--- src/rtl/synth_div_pkg.sv ---
package synth_div_pkg;

    typedef enum logic [2:0] {
        TS_SHIFT = 3'b000,
        TS_HIGH  = 3'b001,
        TS_REF   = 3'b010,
        TS_FB    = 3'b011,
        TS_FOUT  = 3'b100,
        TS_LOW   = 3'b101,
        TS_SER   = 3'b110,
        TS_QUART = 3'b111
    } tsel_e;

    typedef enum logic [1:0] {
        NC_DIV2 = 2'b00,
        NC_DIV4 = 2'b01,
        NC_DIV8 = 2'b10,
        NC_DIV1 = 2'b11
    } ncode_e;

    localparam int N_RATIO_W = 4;

    function automatic logic [N_RATIO_W-1:0] n_ratio(input logic [1:0] code);
        logic [N_RATIO_W-1:0] r;
        unique case (ncode_e'(code))
            NC_DIV2: r = 4'd2;
            NC_DIV4: r = 4'd4;
            NC_DIV8: r = 4'd8;
            NC_DIV1: r = 4'd1;
            default: r = 4'd2;
        endcase
        return r;
    endfunction

endpackage

--- src/rtl/sd_edge_div.sv ---
module sd_edge_div #(
    parameter int W = 4
) (
    input  logic         clk,
    input  logic         rst,
    input  logic         stb,
    input  logic [W-1:0] ratio,
    output logic         clk_o,
    output logic         edge_o
);
    localparam logic [W-1:0] ONE = {{(W-1){1'b0}}, 1'b1};

    logic [W-1:0] cnt;
    logic [W-1:0] ratio_q;
    logic [W-1:0] eff_q;
    logic         restart;

    assign eff_q   = (ratio_q == '0) ? ONE : ratio_q;
    assign restart = (ratio != ratio_q);
    assign edge_o  = stb && !restart && (cnt == eff_q - ONE);

    always_ff @(posedge clk) begin
        if (rst) begin
            cnt     <= '0;
            clk_o   <= 1'b0;
            ratio_q <= ratio;
        end else begin
            ratio_q <= ratio;
            if (restart) begin
                cnt <= '0;
            end else if (edge_o) begin
                cnt   <= '0;
                clk_o <= ~clk_o;
            end else if (stb) begin
                cnt <= cnt + ONE;
            end
        end
    end

    assert_hold_without_strobe_R11: assert property (@(posedge clk) disable iff (rst)
        (!$past(rst) && !$past(stb)) |-> $stable(clk_o));

    assert_count_in_range_R3: assert property (@(posedge clk) disable iff (rst)
        cnt < eff_q);

    assert_restart_on_change_R6: assert property (@(posedge clk) disable iff (rst)
        (ratio != ratio_q) |=> (cnt == '0));

endmodule

--- src/rtl/sd_test_sel.sv ---
module sd_test_sel
    import synth_div_pkg::*;
(
    input  logic [2:0] code,
    input  logic       shift_q,
    input  logic       ref_div,
    input  logic       fb,
    input  logic       fout,
    input  logic       ser_div,
    input  logic       quart,
    output logic       test_o
);
    always_comb begin
        unique case (tsel_e'(code))
            TS_SHIFT: test_o = shift_q;
            TS_HIGH:  test_o = 1'b1;
            TS_REF:   test_o = ref_div;
            TS_FB:    test_o = fb;
            TS_FOUT:  test_o = fout;
            TS_LOW:   test_o = 1'b0;
            TS_SER:   test_o = ser_div;
            TS_QUART: test_o = quart;
            default:  test_o = 1'b0;
        endcase
    end
endmodule

--- src/rtl/synth_div_chain.sv ---
module synth_div_chain
    import synth_div_pkg::*;
#(
    parameter int MW      = 9,
    parameter int REF_DIV = 16,
    parameter int QDIV    = 4
) (
    input  logic          clk,
    input  logic          rst,
    input  logic          ref_edge,
    input  logic          vco_edge,
    input  logic          ser_edge,
    input  logic [MW-1:0] m_val,
    input  logic [1:0]    n_code,
    input  logic [2:0]    test_code,
    input  logic          shift_q,
    output logic          ref_div_o,
    output logic          fb_o,
    output logic          fout_o,
    output logic          test_o
);
    localparam int FBW  = MW + 1;
    localparam int REFW = $clog2(REF_DIV + 1);
    localparam int QW   = $clog2(QDIV + 1);
    localparam logic [MW-1:0] M_MIN = MW'(2);

    logic [MW-1:0]  m_eff;
    logic [FBW-1:0] m_ratio;
    logic           fout_edge;
    logic           ser_div;
    logic           quart;
    logic           unused_ref_edge, unused_fb_edge, unused_ser_edge, unused_q_edge;

    assign m_eff   = (m_val < M_MIN) ? M_MIN : m_val;
    assign m_ratio = {m_eff, 1'b0};

    sd_edge_div #(.W(REFW)) u_ref (
        .clk(clk), .rst(rst), .stb(ref_edge), .ratio(REFW'(REF_DIV)),
        .clk_o(ref_div_o), .edge_o(unused_ref_edge));

    sd_edge_div #(.W(FBW)) u_fb (
        .clk(clk), .rst(rst), .stb(vco_edge), .ratio(m_ratio),
        .clk_o(fb_o), .edge_o(unused_fb_edge));

    sd_edge_div #(.W(N_RATIO_W)) u_out (
        .clk(clk), .rst(rst), .stb(vco_edge), .ratio(n_ratio(n_code)),
        .clk_o(fout_o), .edge_o(fout_edge));

    sd_edge_div #(.W(FBW)) u_ser (
        .clk(clk), .rst(rst), .stb(ser_edge), .ratio(m_ratio),
        .clk_o(ser_div), .edge_o(unused_ser_edge));

    sd_edge_div #(.W(QW)) u_quart (
        .clk(clk), .rst(rst), .stb(fout_edge), .ratio(QW'(QDIV)),
        .clk_o(quart), .edge_o(unused_q_edge));

    sd_test_sel u_sel (
        .code(test_code), .shift_q(shift_q), .ref_div(ref_div_o), .fb(fb_o),
        .fout(fout_o), .ser_div(ser_div), .quart(quart), .test_o(test_o));

    assert_reset_low_R1: assert property (@(posedge clk)
        rst |=> (!ref_div_o && !fb_o && !fout_o));

    assert_quarter_follows_fout_R10: assert property (@(posedge clk) disable iff (rst)
        (!$past(rst) && $stable(fout_o)) |-> $stable(quart));

endmodule

--- config.mk ---
export PLATFORM = sky130hd
export DESIGN_NAME = synth_div_chain
export DESIGN_NICKNAME = d
export VERILOG_FILES = /design/src/rtl/synth_div_pkg.sv /design/src/rtl/sd_edge_div.sv /design/src/rtl/sd_test_sel.sv /design/src/rtl/synth_div_chain.sv
export SDC_FILE = /design/constraint.sdc
export NUM_CORES = 1
export LEC_CHECK = 0
export ABC_AREA = 1
export BUFFER_PORTS_ARGS = -buffer_cell sky130_fd_sc_hd__buf_2
export CORE_MARGIN = 3
export CORE_UTILIZATION = 45
export CTS_BUF_LIST = sky130_fd_sc_hd__clkbuf_2
export CTS_CLUSTER_DIAMETER = 60
export DETAILED_ROUTE_END_ITERATION = 8
export HOLD_SLACK_MARGIN = 0.06
export PLACE_DENSITY_LB_ADDON = 0.05
export SYNTH_ARGS = -nofsm -noshare
export SYNTH_HDL_FRONTEND = slang
export SYNTH_SLANG_ARGS = --single-unit
--- constraint.sdc ---
create_clock -name clk -period 1.8 [get_ports clk]
set_input_delay 0.09 -clock clk [delete_from_list [all_inputs] [get_ports clk]]
set_output_delay 0.09 -clock clk [all_outputs]
set_load 0.02 [all_outputs]
==> flow_metrics.env, run 1 <==
export IMPL_outcome="finished with violations"
export IMPL_violations="setup timing"
export IMPL_hold_violations=0
export IMPL_clkLatencyLatePin_ns=0.43
export IMPL_antenna_left=0
export IMPL_cts_htree_levels=2
export IMPL_min_from="m_val[5]"
export IMPL_layout_drive_gt1_share=0.311
export IMPL_max_freq_mhz=536
export IMPL_final_setup_worst_slack_ns=-0.0666
export IMPL_grt_setup_unrepaired="yes"
export IMPL_cts_sinks=50
export IMPL_antenna_found_initial=0
export IMPL_io_pins=24
export IMPL_grt_max_degree=16
export IMPL_regToRegStartpoint="u_out.ratio_q[3]"
export IMPL_wl_um=7480
export IMPL_core_area_um2=6570
export IMPL_switchingPower_uw=631
export IMPL_fin_util=0.627
export IMPL_relSlewSlack=0.682
export IMPL_ys_async_sr_fraction=0
export IMPL_r2r_setup_slack_ns=-0.07
export IMPL_grt_first_pass_wirelength_um=12100
export IMPL_start_util=0.478
export IMPL_mostFrequentLayoutCells="102 x nand2_1, 58 x inv_1, 43 x nor2_1, 39 x dfxtp_1, 33 x buf_4"
export IMPL_port_buffers=23
export IMPL_clkPwrFrac=0.283
export IMPL_wl_per_cell_um=11.8
export IMPL_synth_area_um2=3140
export IMPL_syn2layout_area_growth_pct=31.3
export IMPL_crit_path_start_kind="register"
export IMPL_reg2reg_to="u_quart.cnt[0]"
export IMPL_p_sw_frac=0.288
export IMPL_final_nets=570
export IMPL_worst_slew_pin_transition_ns=0.473
export IMPL_grt_overflow_total=0
export IMPL_initialDrtViolationCount=127
export IMPL_dp_hpwl_um=5630
export IMPL_drc=0
export IMPL_cts_buffers=5
export IMPL_synth_seq_cells=50
export IMPL_maxCapViolCount=0
export IMPL_rows=29
export IMPL_worstSetupPathType="reg2reg"
export IMPL_hold_slack_ns=0.312
export IMPL_placed_cell_area_um2=3540
export IMPL_power_density_nw_per_um2=532
export IMPL_final_common_cell="nand2_1"
export IMPL_first_global_vias=2680
export IMPL_p_seq_frac=0.528
export IMPL_gp_congestion=0.829
export IMPL_drtPass1Iterations=4
export IMPL_finalSetupViolations=25
export IMPL_dieHeight_um=89.5
export IMPL_crit_required_ns=2.20
export IMPL_critPathArrivalTime_ns=2.27
export IMPL_worstHoldPathCells=2
export IMPL_synth_seq_area_share=0.319
export IMPL_clk_pin_slew_ns=0.26
export IMPL_synth_fp_nets=497
export IMPL_hp_class="in2reg"
export IMPL_p_comb_frac=0.189
export IMPL_dieWidth_um=89.5
export IMPL_viasPerCell=4.78
export IMPL_p_leak_uw=0.00175
export IMPL_finClkSkew_ns=0.00825
export IMPL_min_period_ns=1.87
export IMPL_drv_slew=0
export IMPL_root_buffer="clkbuf_2"
export IMPL_fin_crit_sh=1.04
export IMPL_clk_path_buf_depth=2
export IMPL_crit_path_end_kind="register"
export IMPL_critical_path_max_fanout=5
export IMPL_cts_tree="yes"
export IMPL_yosysUniqueCellTypes=36
export IMPL_vdd_drop_max_v=0.000354
export IMPL_grt_use_total=0.192
export IMPL_rr_worst_depth=10
export IMPL_via_count=3040
export IMPL_holdPathEnd="u_ser.ratio_q[6]"
export IMPL_synth_avg_cell_area_um2=6.69
export IMPL_final_area_um2=4120
export IMPL_n_antenna_cell=0
export IMPL_yosysWarnings=0
export IMPL_synth_edf_count=0
export IMPL_synth_top_flop_cell="dfxtp_1"
export IMPL_p_int_uw=1560
export IMPL_post_place_ws_ns=-0.0350
export IMPL_dieArea_um2=8010
export IMPL_netlist_instances=469
==> cell families after synthesis <==
| kind of cell | synth area share |
|---|---|
| AOI/OAI and AO/OA | 0.0554 |
| xor gates and xnor gates | 0.0893 |
| buffers and inverters | 0.0925 |
| DFF | 0.319 |
| and+or+nand+nor | 0.412 |
| adders and majority gates | 0.0319 |
==> synth_stat cells (2+ instances only) <==
master    count  area [um^2]
nand2_4       4         45.0
a31oi_1       2         12.5
nand3_1      34          170
xnor2_1      11         96.3
o21ai_1       3         15.0
inv_2         6         22.5
nor3_1        9         45.0
ha_1          8          100
nor2_4        2         22.5
nand4_1      10         62.6
nand3b_1      3         22.5
nand2_2       6         37.5
nor2_1       52          195
xor2_1       21          184
a21oi_1      12         60.1
dfxtp_1      50         1000
nor2_2       23          144
inv_1        63          236
or2_2         3         18.8
clkbuf_1      7         26.3
or2_0         2         12.5
nand3_2       2         20.0
nand2_1     114          428
o21ai_0      10         50.1
==> power by group through the flow <==
stage               Combinational (uW)  Sequential [uW]  Clock [uW]
finish                             413             1160         620
global route                       456             1160         688
CTS                                366             1160         637
detailed placement                 322             1180           0
global placement                   317             1180           0
floorplan                          212             1170           0
==> critical path, stage by stage, from the launching register on <==
cell and delay, ns:
dfxtp_2 0.40, inv_2 0.05, a31oi_4 0.21, ha_4 0.16, xnor2_1 0.12, or2_2 0.15
nand3_1 0.08, nor3_1 0.18, nand2_1 0.15, or2_0 0.24, a21oi_2 0.11
==> repair_timing <==
item	4_1_cts	5_1_grt
hold buffers	16	0
gates resized for setup	31	48
buffers inserted	2	7
gates cloned	1	0
pin swaps	11	18
endpoints found under the setup margin	25	27
endpoints found under the hold margin	30	0
==> worst max path at each step <==
stage,start,endpoint,slack [ns],cells past startpoint
after floorplan,u_out.ratio_q[3],u_quart.clk_o,0.002,12
after global placement,u_ser.ratio_q[2],u_fb.cnt[1],0.004,12
after detailed placement,u_ser.ratio_q[7],u_ser.cnt[3],-0.04,12
after CTS,u_out.ratio_q[3],u_out.clk_o,0.002,12
after global routing,u_ser.ratio_q[8],u_fb.clk_o,-0.16,14
final,u_out.ratio_q[3],u_quart.cnt[0],-0.07,10
==> flip-flops by register name, indices dropped and copies added, names as in the netlist <==
name,cells
u_fb.clk_o,1
u_ser.cnt,10
u_quart.clk_o,1
u_quart.cnt,3
u_fb.cnt,10
u_ref.cnt,5
u_out.ratio_q,4
u_ser.ratio_q,9
u_out.clk_o,1
u_ref.clk_o,1
u_out.cnt,4
u_ser.clk_o,1
==> stage by stage <==
step	setup TNS, ns	std cells	power, uW
2_1_floorplan	0	469	1390
6_report	-1.06	636	2190
5_1_grt	-3.60	636	2310
3_3_place_gp	0	602	1490
3_5_place_dp	-0.729	602	1500
4_1_cts	0	629	2160
==> layer usage <==
metal | share of wire | vias to the layer above | track usage
met1 | 0.49 | 1386 | 0.272
met5 | 0 | - | 0
li1 | - | 1613 | -
met4 | 0.0087 | 0 | 0.0541
met3 | 0.039 | 7 | 0.0350
met2 | 0.46 | 34 | 0.295
==> final cells by class <==
class	count	area [um^2]
clock buffer	6	30.0
timing repair buffer	73	534
multi-input combinational	343	2100
fill	588	2450
tap	93	116
inverter	69	269
sequential	50	1030
clock inverter	2	37.5
No activity file was read; power rests on OpenSTA's default activity.
==> run 2: changes to the inputs <==
Settings changed: CORE_UTILIZATION 45 to 55, SLEW_MARGIN set to 15.
==> run 2 against run 1 <==
Effect of this change: final area is 3.4% lower; power is 0.28% lower; maximum frequency decreased by 0.19%; sequential share of layout area increased by 0.54 points; first-iteration DRC count is 20% higher; worst hold slack got worse by 0.0073 ns; die area is 17% lower; register-to-register slack hardly changed; global-route usage up 5.2 points; critical path type unchanged; count of clock-buffer cells in the layout fell by 1; cell count fell by 4.4%; the flow still finishes with violations (setup timing); clock power is 1% lower.
==> flow_metrics.env, run 2 (synthesis gave the netlist of run 1 again) <==
export IMPL_gp_congestion=0.873
export IMPL_io_pins=24
export IMPL_path_cells="inv_2 -> a31oi_4 -> ha_4 -> xnor2_2 -> nor2_1 -> nand3_1 -> nor2_1 -> nand2_1 -> nor2_4 -> nand2_2 -> nand2_2 -> a21oi_1"
export IMPL_core_area_um2=5300
export IMPL_p_leak_uw=0.00175
export IMPL_post_place_ws_ns=-0.0772
export IMPL_fin_util=0.750
export IMPL_clkLatencyLatePin_ns=0.43
export IMPL_mostFrequentLayoutCells="106 x nand2_1, 59 x inv_1, 42 x nor2_1, 38 x dfxtp_1, 33 x nand3_1"
export IMPL_syn2layout_area_growth_pct=26.8
export IMPL_grt_max_degree=17
export IMPL_fin_crit_sh=1.04
export IMPL_maxCapViolCount=0
export IMPL_r2r_setup_slack_ns=-0.07
export IMPL_cpPeakStageDelay_ns=0.40
export IMPL_worst_slew_pin_transition_ns=0.478
export IMPL_dieWidth_um=81.5
export IMPL_cp_slowest_cell="dfxtp_2"
export IMPL_timing_setup_tns_ns=-1.05
export IMPL_power_density_nw_per_um2=549
export IMPL_fill_cells=421
export IMPL_dieHeight_um=81.5
export IMPL_placed_cell_area_um2=3480
export IMPL_rows=26
export IMPL_final_common_cell="nand2_1"
export IMPL_antenna_found_initial=0
export IMPL_root_buffer="clkbuf_2"
export IMPL_via_count=3081
export IMPL_drtPass1Iterations=4
export IMPL_dieArea_um2=6650
export IMPL_cts_htree_levels=2
export IMPL_cts_sinks=50
export IMPL_max_freq_mhz=535
export IMPL_drc=0
export IMPL_crit_path_end_kind="register"
export IMPL_n_antenna_cell=0
export IMPL_grt_first_pass_wirelength_um=12900
export IMPL_antenna_left=0
export IMPL_final_setup_worst_slack_ns=-0.0702
export IMPL_wl_per_cell_um=12.4
export IMPL_clk_path_buf_depth=2
export IMPL_wl_um=7560
export IMPL_grt_setup_unrepaired="yes"
export IMPL_cts_buffers=5
export IMPL_violations="setup timing"
export IMPL_outcome="finished with violations"
export IMPL_regToRegStartpoint="u_out.ratio_q[2]"
export IMPL_drv_slew=0
export IMPL_layout_drive_gt1_share=0.297
export IMPL_reg_top3="u_fb.cnt: 10 flops, u_ser.cnt: 10 flops, u_ser.ratio_q: 9 flops"
export IMPL_grt_overflow_total=0
export IMPL_crit_required_ns=2.17
export IMPL_viasPerCell=5.07
export IMPL_dp_hpwl_um=5520
export IMPL_critical_path_max_fanout=4
export IMPL_critPathArrivalTime_ns=2.24
export IMPL_vdd_drop_max_v=0.000426
export IMPL_final_nets=565
export IMPL_min_period_ns=1.87
export IMPL_cts_tree="yes"
export IMPL_rr_worst_depth=12
export IMPL_clk_pin_slew_ns=0.26
export IMPL_hold_violations=0
export IMPL_port_buffers=23
export IMPL_crit_end="u_quart.cnt[0]"
export IMPL_start_util=0.592
export IMPL_relSlewSlack=0.679
export IMPL_startpoint="u_out.ratio_q[2]"
export IMPL_finClkSkew_ns=0.0168
export IMPL_finalSetupViolations=25
export IMPL_grt_use_total=0.244
export IMPL_first_global_vias=2991
export IMPL_final_area_um2=3980
export IMPL_hp_class="in2reg"
export IMPL_reg2reg_to="u_quart.cnt[0]"
export IMPL_worstSetupPathType="reg2reg"
export IMPL_initialDrtViolationCount=152
export IMPL_crit_path_start_kind="register"
-- run 2: cell types whose count changed in the layout (fill, tap and decap cells not counted), sizes merged --
cell and change:
clkbuf -1, clkinvlp -1, buf -5, inv +1
clkinv +1
-- run 2: per-layer routing --
layer	routed length, um	part of all wire	global-route usage	vias up
met2	3630	0.48	0.427	61
li1	-	-	-	1599
met1	3510	0.46	0.309	1406
met4	134	0.018	0.0574	0
met3	286	0.038	0.0461	15
met5	0	0	0	-
-- run 2: critical path, delay by kind of cell, from the launching register on --
family / cells / cell delay, ns
DFF: 1 / 0.40
xor gates and xnor gates: 1 / 0.14
buffers and inverters: 1 / 0.05
and+or+nand+nor: 7 / 0.74
AOI/OAI and AO/OA: 2 / 0.25
adders and majority gates: 1 / 0.23
-- run 2: cell type report --
type / count / area [um^2] / share of cell area
clock buffers: 5 / 25.0 / 0.00629
flip-flops and latches: 50 / 1020 / 0.256
multi-input cells: 343 / 2050 / 0.515
inverters: 69 / 262 / 0.0657
well taps: 70 / 87.6 / 0.0220
clock inverters: 3 / 43.8 / 0.0110
repair buffers: 68 / 493 / 0.124
-- run 2: what timing repair did --
action | CTS | global route
setup endpoints to repair | 27 | 28
hold buffers | 16 | 0
setup buffers | 5 | 3
gates cloned | 1 | 0
pin swaps | 19 | 13
endpoints found under the hold margin | 27 | 0
resized for setup | 40 | 19
-- run 2: through the flow --
step / hold WS (ns) / cells / power, uW
floorplan: 0.162 / 469 / 1390
global placement: 0.231 / 575 / 1480
detailed placement: 0.232 / 575 / 1490
CTS: 0.280 / 605 / 2170
global route: 0.281 / 608 / 2290
finish: 0.304 / 608 / 2180
-- run 2: worst min-delay path by stage --
stage | start | endpoint | slack, ns | cells after the start
6_report | m_val[5] | u_ser.ratio_q[6] | 0.30 | 2
5_1_grt | m_val[5] | u_ser.ratio_q[6] | 0.28 | 2
4_1_cts | m_val[8] | u_ser.ratio_q[9] | 0.28 | 2
3_5_place_dp | m_val[8] | u_ser.ratio_q[9] | 0.23 | 1
3_3_place_gp | m_val[7] | u_ser.ratio_q[8] | 0.23 | 1
2_1_floorplan | rst | u_ser.clk_o | 0.16 | 1
-- run 2: power breakdown --
group          total [uW]  internal (uW)  switching (uW)
Sequential           1160           1130            25.5
Combinational         411            185             226
Clock                 612            238             374
==> run 3: changes to the inputs <==
Settings changed: SYNTH_HIERARCHICAL set to 1.
==> run 3 against run 2 <==
Effect of this change: the flow still finishes with violations (setup timing); largest cell class unchanged; maximum frequency shrank 14%; die area increased by 43%; critical path depth rose by 3; highest routed layer unchanged; via count grew 49%; worst setup slack got worse by 0.30 ns; final area rose by 55%.
==> flow_metrics.env, run 3 <==
export IMPL_power_density_nw_per_um2=521
export IMPL_hold_violations=0
export IMPL_p_int_uw=2220
export IMPL_regArea_um2=1400
export IMPL_startpoint="u_ser/ratio_q[4]"
export IMPL_synth_avg_cell_area_um2=6.65
export IMPL_drtPass1Iterations=5
export IMPL_clkPwrFrac=0.271
export IMPL_grt_max_degree=13
export IMPL_mostFrequentLayoutCells="184 x nand2_1, 98 x inv_1, 80 x buf_4, 72 x nor2_1, 52 x dfxtp_1"
export IMPL_layout_drive_gt1_share=0.329
export IMPL_multiInputGateArea_um2=3150
export IMPL_antenna_left=0
export IMPL_clkLatencyLatePin_ns=0.50
export IMPL_rows=32
export IMPL_final_common_cell="nand2_1"
export IMPL_switchingPower_uw=990
export IMPL_max_freq_mhz=461
export IMPL_syn2layout_area_growth_pct=33.2
export IMPL_gp_congestion=0.926
export IMPL_drc=0
export IMPL_reg2reg_to="u_ser/cnt[6]"
export IMPL_cp_slowest_cell="dfxtp_2"
export IMPL_path_cells="nor2_4 -> nand3_2 -> o21bai_4 -> inv_2 -> ha_4 -> nand2_1 -> nand2_1 -> nor2_1 -> nand3_2 -> nor2_2 -> nand3_2 -> nor2_4 -> nand4_4 -> nand3_4 -> nor2_2"
export IMPL_grt_overflow_total=0
export IMPL_first_global_vias=4433
export IMPL_initialDrtViolationCount=206
export IMPL_antenna_found_initial=0
export IMPL_dp_hpwl_um=7680
export IMPL_grt_setup_unrepaired="yes"
export IMPL_root_buffer="clkbuf_2"
export IMPL_cts_tree="yes"
export IMPL_min_period_ns=2.17
export IMPL_crit_required_ns=2.20
export IMPL_viasPerCell=4.80
export IMPL_drv_slew=0
export IMPL_fill_cells=600
export IMPL_crit_path_start_kind="register"
export IMPL_grt_first_pass_wirelength_um=18900
export IMPL_rr_worst_depth=15
export IMPL_crit_end="u_ser/cnt[6]"
export IMPL_dieArea_um2=9530
export IMPL_finalSetupViolations=26
export IMPL_wl_per_cell_um=11.8
export IMPL_worstSetupPathType="reg2reg"
export IMPL_n_antenna_cell=0
export IMPL_cts_sinks=69
export IMPL_finClkSkew_ns=0.0203
export IMPL_violations="setup timing"
export IMPL_core_area_um2=7930
export IMPL_regToRegStartpoint="u_ser/ratio_q[4]"
export IMPL_p_sw_frac=0.309
export IMPL_path_common_cell="nand3_2"
export IMPL_port_buffers=23
export IMPL_io_pins=24
export IMPL_r2r_setup_slack_ns=-0.37
export IMPL_dieWidth_um=97.6
export IMPL_critPathArrivalTime_ns=2.57
export IMPL_p_leak_uw=0.00292
export IMPL_cts_buffers=9
export IMPL_final_nets=878
export IMPL_final_cells=955
export IMPL_synth_area_um2=4620
export IMPL_fin_crit_sh=1.20
export IMPL_post_place_ws_ns=-0.448
export IMPL_wl_um=11300
export IMPL_p_comb_frac=0.226
export IMPL_outcome="finished with violations"
export IMPL_via_count=4583
export IMPL_start_util=0.583
export IMPL_cts_htree_levels=3
export IMPL_critical_path_max_fanout=5
export IMPL_yosysWarnings=6
export IMPL_p_seq_frac=0.503
export IMPL_crit_path_end_kind="register"
export IMPL_maxCapViolCount=0
export IMPL_clk_pin_slew_ns=0.19
export IMPL_hp_class="in2reg"
export IMPL_netlist_instances=694
export IMPL_place_inst=896
export IMPL_grt_use_total=0.236
export IMPL_final_setup_worst_slack_ns=-0.367
export IMPL_clk_path_buf_depth=2
export IMPL_vdd_drop_max_v=0.000554
export IMPL_cpPeakStageDelay_ns=0.38
export IMPL_dieHeight_um=97.6
==> run 3: changes by cell type in the layout (fill, tap and decap cells not counted), sizes merged, moves of 8 or more <==
cell and change:
dfxtp +19, buf +52, nand2 +91, xor2 +16, conb +27, nand3 +21, nor2 +50, a21oi -8
o21ai -10, inv +51
==> run 3: final cells by class <==
type,count,area share
Tap cell,102,0.0207
Timing Repair Buffer,123,0.149
Inverter,121,0.0738
Clock inverter,6,0.00875
Clock buffer,10,0.00814
Multi-Input combinational cell,524,0.511
Sequential cell,69,0.228
==> run 3: stage by stage <==
step / utilization / area [um^2] / total power (uW) / TNS (ns) / hold WS (ns)
after floorplan: - / 4760 / 2010 / -5.22 / 0.176
after global placement: 0.683 / 5420 / 2190 / -7.92 / 0.318
after detailed placement: 0.683 / 5420 / 2210 / -10.67 / 0.320
after CTS: 0.752 / 5960 / 3170 / -6.37 / 0.0648
after global routing: 0.776 / 6150 / 3390 / -11.45 / 0.152
final: 0.776 / 6150 / 3210 / -7.51 / 0.173
==> run 3: timing repair <==
item | CTS | global route
cloned | 2 | 0
pin swaps | 30 | 24
resized for setup | 28 | 38
buffers inserted | 12 | 11
hold buffers | 19 | 0
endpoints found under the hold margin | 45 | 0
setup endpoints to repair | 37 | 37
==> run 3: metal layers <==
metal  share of wire  wire length, um  GRT usage
met1            0.46             5130      0.293
met2            0.49             5570      0.411
met3           0.035              393     0.0352
met4           0.015              170     0.0863
met5               0                0          0
==> run 3: worst min-delay path by stage <==
stage                         start                to  slack, ns  depth (start not counted)
after global placement    n_code[0]  u_out/ratio_q[3]       0.32                          2
after global routing       m_val[2]   u_fb/ratio_q[1]       0.15                          5
after CTS                  m_val[7]  u_ser/ratio_q[1]       0.06                          5
after detailed placement  n_code[0]  u_out/ratio_q[3]       0.32                          2
final                      m_val[2]  u_ser/ratio_q[1]       0.17                          5
after floorplan           n_code[1]  u_out/ratio_q[2]       0.18                          1
==> run 3: critical path: cells and delay by family (launching register included) <==
| family | cells | cell delay, ns |
|---|---|---|
| compound gates | 1 | 0.17 |
| flops | 1 | 0.38 |
| fa+ha+maj | 1 | 0.22 |
| simple gates | 12 | 1.27 |
| buf+inv | 1 | 0.07 |
==> run 3: power by group through the flow <==
stage / logic [uW] / registers [uW] / clock network [uW]
after detailed placement: 577 / 1630 / 0
after CTS: 662 / 1610 / 902
after floorplan: 359 / 1650 / 0
after global placement: 560 / 1630 / 0
final: 725 / 1610 / 871
after global routing: 807 / 1620 / 969
